<file path="config.mk">
export PLATFORM = sky130hd
export DESIGN_NAME = jk_shift4
export DESIGN_NICKNAME = d
export VERILOG_FILES = /design/src/rtl/jk_shift4.sv
export SDC_FILE = /design/constraint.sdc
export NUM_CORES = 1
export LEC_CHECK = 0
export ABC_AREA = 0
export BUFFER_PORTS_ARGS = -buffer_cell sky130_fd_sc_hd__buf_2
export CELL_PAD_IN_SITES_DETAIL_PLACEMENT = 1
export CELL_PAD_IN_SITES_GLOBAL_PLACEMENT = 1
export CORE_AREA = 2 2 39 41
export DETAILED_ROUTE_END_ITERATION = 12
export DIE_AREA = 0 0 41 43
export GPL_ROUTABILITY_DRIVEN = 0
export GPL_TIMING_DRIVEN = 0
export HOLD_SLACK_MARGIN = 0.15
export MAX_ROUTING_LAYER = met4
export PLACE_DENSITY_LB_ADDON = 0.1
export SLEW_MARGIN = 30
export SYNTH_ARGS = -nofsm -noshare
export SYNTH_HDL_FRONTEND = slang
export SYNTH_SLANG_ARGS = --single-unit
</file>
<file path="constraint.sdc">
create_clock -name clk -period 1.05 [get_ports clk]
set_input_delay 0.105 -clock clk [delete_from_list [all_inputs] [get_ports clk]]
set_output_delay 0.105 -clock clk [all_outputs]
set_load 0.005 [all_outputs]
</file>
<file path="src/rtl/jk_shift4.sv">
module jk_shift4 (
  input  logic       clk,
  input  logic       rst_n,
  input  logic       load_n,
  input  logic       j_in,
  input  logic       kb_in,
  input  logic [3:0] par_in,
  output logic [3:0] q,
  output logic       q3_n
);
  logic       head_nxt;
  logic [3:0] q_nxt;

  assign head_nxt = (j_in & ~q[0]) | (kb_in & q[0]);
  assign q_nxt    = load_n ? {q[2:0], head_nxt} : par_in;
  assign q3_n     = ~q[3];

  always_ff @(posedge clk or negedge rst_n) begin
    if (!rst_n) q <= 4'b0000;
    else        q <= q_nxt;
  end
endmodule

</file>
==> results of run 1 <==
-- power by group through the flow --
stage	clock network, uW	registers, uW	logic [uW]
after floorplan	0	182	19.8
after global placement	0	180	61.2
after detailed placement	0	181	61.7
after CTS	198	179	79.4
after global routing	204	180	89.7
final	185	178	79.0
-- worst min path at each step --
stage          depth (start not counted)              to   from
6_report                               3  q[0]$_DFF_PN0_   j_in
5_1_grt                                3  q[0]$_DFF_PN0_   j_in
4_1_cts                                3  q[0]$_DFF_PN0_   j_in
3_5_place_dp                           1  q[3]$_DFF_PN0_  rst_n
3_3_place_gp                           1  q[3]$_DFF_PN0_  rst_n
2_1_floorplan                          0  q[0]$_DFF_PN0_  rst_n
-- cells in the mapped netlist --
cell type  instances  area share, %
dfrtp_1            4             64
mux2_2             3             22
a21oi_1            1            3.2
inv_1              1            2.4
mux2i_1            1            6.4
nor2_1             1            2.4
-- critical path: cells and delay by family --
family / cells / cell delay (ns)
buf+inv: 2 / 0.67
mux: 1 / 0.33
-- timing repair --
item	4_1_cts	5_1_grt
gates resized for setup	0	1
setup endpoints to repair	0	2
hold buffers	6	0
hold endpoints to repair	8	0
-- per-stage QoR --
stage,instances,utilization [%]
finish,49,23.60
global placement,40,17.45
floorplan,11,-
CTS,49,23.42
detailed placement,40,17.45
global route,49,23.60
-- kinds of logic after synthesis --
kind of cell    synth area share (%)
simple gates                   2.398
compound gates                 3.197
flops                          64.00
mux                            28.00
buf+inv                        2.398
-- layer usage --
layer,global-route usage (%),part of all wire (%)
met1,6.494,44
met2,7.500,40
met3,6.283,13
met4,8.000,2.3
met5,-,0
-- area by class of cell --
| cell class | instances | area (um2) | area share, % |
|---|---|---|---|
| multi-input combinational | 6 | 52.55 | 16.09 |
| clock buffer | 3 | 22.52 | 6.897 |
| inverter | 1 | 3.754 | 1.149 |
| sequential | 4 | 100.1 | 30.65 |
| timing repair buffer | 19 | 127.6 | 39.08 |
| tap | 16 | 20.02 | 6.130 |
==> results.cfg, run 1 <==
[run_status]
status = finished, final reports clean

[pwr]
switching_power_uw = 91.74
combPwrFrac_pct = 17.9
seqPwrFrac_pct = 40.3
vdd_drop_max_mv = 0.4040
pwr_density_cell_nw_per_um2 = 1354
swShare_pct = 20.75
p_leak_uw = 0.0001632
power.total_uw = 442.1
pwr-share-clk_pct = 41.8
internal_power_uw = 350.4

[setup_path]
critical-path-max-stage-delay_ns = 0.53
cp.required_ns = 1.16
r2r-start = q[0]$_DFF_PN0_
worstSetupEndpointType = register
reg2regPathDepth = 1
reg2reg_setup_slack_ns = 0.27
slowest_stage = dlygate4sd3_1
cp_cell_sequence = dlygate4sd3_1 -> buf_4 -> mux2_2
arrival_ns = 1.10
r2r_end = q[1]$_DFF_PN0_
worst_setup_path_start_kind = input port
worstSetupPathType = in2reg
cp-startpoint = load_n
endpoint = q[3]$_DFF_PN0_
crit_fanout = 5

[clock_tree]
cts_num_sinks = 4
clock_tree.root_cell = clkbuf_4
cts_tree = yes
htreeDepth = 1
cts_setup_buffers = 0
cts_made_buffers = 3
clk_pin_slew_ns = 0.04
insertion_delay_ns = 0.23
cts_max_path_buffers = 2

[grt]
track_usage_pct = 7.018
grt_overflow = 0
grt_max_degree = 6
grt_first_pass_wirelength_um = 690
antenna_found_initial = 0
grt_pass1_vias = 179

[routing]
vias = 171
dr.pass1.iters = 2
ant_nets = 0
drc_errors = 0
drtIter0Drc = 3
drt-total-wl_um = 434
wl_per_cell_um = 8.857
viasPerCell = 3.490

[placed_design]
place_ws_ns = 0.2727
dpl-instance-area_um2 = 241.5
portBuffers = 13

[finish]
final_common_cell = buf_2
num_antenna_cells = 0
top_regs = q: 4 flops
area_growth_pct = 108.8
largest_register = q
finalNetCount = 44
final_cell_mix = buf_2 (12), dlygate4sd3_1 (6), dfrtp_1 (4)
fillers = 161
stdcell_area_um2 = 326.6
largest_reg_flops = 4
drive_gt1_share_pct = 57.58

[yosys]
syn_area_um2 = 156.4
ys_seq_elements = 4
synth_warnings = 0
ys_types = 6
avgSynthCellArea_um2 = 14.22
synth-seq-area-share_pct = 64.00
syn_inst = 11
syn_nets = 20

[floorplan]
die_area_um2 = 1763
core_um2 = 1384
placementRows = 14
fp.dieW_um = 41
pin_count = 14
initial_utilization_pct = 11.30
die_y_um = 43

[timing]
worstMarginPinSlew_ns = 0.1207
fin_skew_ns = 0.002806
hold_violations = 0
max_freq_ghz = 1.009
maxSlewViolCount = 0
hold_ws_ns = 0.1812
max_slew_margin_pct = 91.73
setup_slack_ns = 0.05928
rsz0062_at_grt = false
period_share_pct = 94.35
setup_viol = 0
setup_tns_ns = 0
fin_crit_ns = 0.9907

[job]
max-cap-violations = 0

[min_path]
hold_path_class = in2reg
Note: power is estimated with default switching activity, not from simulation.
==> inputs of run 2 (changes only) <==
--- a/config.mk
+++ b/config.mk
@@ -5,7 +5,7 @@
 export SDC_FILE = /design/constraint.sdc
 export NUM_CORES = 1
 export LEC_CHECK = 0
-export ABC_AREA = 0
+export ABC_AREA = 1
 export BUFFER_PORTS_ARGS = -buffer_cell sky130_fd_sc_hd__buf_2
 export CELL_PAD_IN_SITES_DETAIL_PLACEMENT = 1
 export CELL_PAD_IN_SITES_GLOBAL_PLACEMENT = 1
==> run 2 against run 1 <==
- largest power group unchanged
- clock-buffer cell count unchanged
- critical path type is now reg2out
- synthesized cell count is 100% higher
- sequential power hardly changed
- largest cell class unchanged
==> results.cfg, run 2 <==
[run_status]
status = finished, final reports clean

[grt]
grt_first_pass_wirelength_um = 745
grt_max_degree = 6
grt_overflow = 0
grt_pass1_vias = 204
track_usage_pct = 7.305
antenna_found_initial = 0

[yosys]
ys_async_sr_fraction_pct = 100.0
ys_types = 6
synth.area.top_cells = dfrtp_1 (58%), nand2_1 (24%), inv_1 (8.6%), o21ai_2 (5.0%), nand3_1 (2.9%)
synth_top_flop_cell = dfrtp_1
synth_top_area_share_pct = 57.55
synth.most_common_cell = nand2_1
synth_warnings = 0
avgSynthCellArea_um2 = 7.905
synth_top_area_cell = dfrtp_1
syn_area_um2 = 173.9
synth-seq-area-share_pct = 57.55
synth_edf_count = 0
synth_commonest_cells = nand2_1 (11), dfrtp_1 (4), inv_1 (4)
ys_seq_elements = 4
syn_nets = 31
syn_inst = 22

[setup_path]
worstSetupEndpointType = primary output
path_buf_inv = 1
critical-path-max-stage-delay_ns = 0.38
cp.required_ns = 0.94
worstSetupPathType = reg2out
worst_setup_path_start_kind = register
slowest_stage = dfrtp_1
cp_top_family = flip-flops
crit_fanout = 3
arrival_ns = 0.74
cp_cell_sequence = buf_2

[finish]
seqCellArea_um2 = 100.1
finalNetCount = 55
num_antenna_cells = 0
top_regs = q: 4 flops
final_cell_mix = buf_2 (13), nand2_1 (11), dlygate4sd3_1 (6)
largest_register = q
final_common_cell = buf_2
drive_gt1_share_pct = 40.91
multi_input_area_um2 = 55.05
fillers = 171
area_growth_pct = 96.40
largest_reg_flops = 4

[timing]
rsz0062_at_grt = false
fin_skew_ns = 0.002960
period_share_pct = 80.60
setup_viol = 0
hold_violations = 0
fin_crit_ns = 0.8463
max_slew_margin_pct = 93.17
worstMarginPinSlew_ns = 0.1024
max_freq_ghz = 1.182
hold_ws_ns = 0.1546
setup_tns_ns = 0
maxSlewViolCount = 0

[routing]
m1WireLength_um = 186
drtIter0Drc = 0
vias = 213
viasPerCell = 3.550
drc_errors = 0
maxUsedRoutingLayer = met3
ant_nets = 0
wl_per_cell_um = 7.617
dr.pass1.iters = 1
met3_length_um = 72
drt-total-wl_um = 457
dr_wl_met2_um = 198

[pwr]
p_leak_uw = 0.0001983
vdd_drop_max_mv = 0.6640
pwr_density_cell_nw_per_um2 = 1321

[clock_tree]
cts_made_buffers = 3
clk_pin_slew_ns = 0.04
cts_max_path_buffers = 2
cts_setup_buffers = 0
htreeDepth = 1
cts_num_sinks = 4
clock_tree.root_cell = clkbuf_4
cts_tree = yes
insertion_delay_ns = 0.24

[floorplan]
fp.dieW_um = 41
core_um2 = 1384
placementRows = 14
die_area_um2 = 1763
initial_utilization_pct = 12.57
die_y_um = 43
pin_count = 14

[placed_design]
portBuffers = 13
dp_hpwl_um = 362

[min_path]
hold_path_class = in2reg

[job]
max-cap-violations = 0
[run 2: cell types whose count changed after synthesis]
cell	delta
a21oi_1	-1
inv_1	+3
inv_2	+1
mux2_2	-3
mux2i_1	-1
nand2_1	+11
nand3_1	+1
nor2_1	-1
o21ai_2	+1
[run 2: repair_timing]
item / 4_1_cts / 5_1_grt
resized for setup: 0 / 0
endpoints found under the hold margin: 8 / 0
hold buffers: 6 / 0
[run 2: metrics by stage]
step / area [um2] / worst slack (ns) / cells / power (uW) / util [%]
2_1_floorplan: 173.9 / 0.3254 / 22 / 205.4 / -
3_3_place_gp: 259.0 / 0.3055 / 51 / 245.5 / 18.72
3_5_place_dp: 259.0 / 0.2933 / 51 / 246.2 / 18.72
4_1_cts: 341.6 / 0.1903 / 60 / 462.2 / 24.68
5_1_grt: 341.6 / 0.1620 / 60 / 489.7 / 24.68
6_report: 341.6 / 0.2037 / 60 / 451.2 / 24.68
[run 2: layout make-up]
type | instances | share of cell area, %
repair buffers | 19 | 36.63
inverters | 5 | 5.494
clock buffers | 3 | 6.593
multi-input cells | 13 | 16.12
well taps | 16 | 5.861
flip-flops and latches | 4 | 29.30
[run 2: path summary, 6_finish.rpt]
kind | startpoint | end | slack, ns | cells after the start
max | q[0]$_DFF_PN0_ | q[0] | 0.20 | 1
min | j_in | q[0]$_DFF_PN0_ | 0.15 | 5
max reg2reg | q[0]$_DFF_PN0_ | q[0]$_DFF_PN0_ | 0.30 | 4
min reg2reg | q[2]$_DFF_PN0_ | q[3]$_DFF_PN0_ | 0.47 | 2
max in group asynchronous | rst_n | q[2]$_DFF_PN0_ | 0.72 | 2
min in group asynchronous | rst_n | q[3]$_DFF_PN0_ | 0.21 | 2
[run 2: cells by family after synthesis]
group / Yosys count / synth area share, %
buffers and inverters: 5 / 10.79
flip-flops: 4 / 57.56
AO/OA/AOI/OAI: 1 / 5.037
AND/OR/NAND/NOR: 12 / 26.62
[run 2: power by group]
| group | switching, uW | internal (uW) |
|---|---|---|
| clock | 64.4 | 128 |
| sequential | 7.21 | 170 |
| combinational | 34.9 | 47.2 |
[run 2: metal layers]
layer	track usage, %	vias up
met5	-	-
met4	2.000	0
met3	9.424	0
met2	9.375	12
met1	6.431	93
li1	-	108
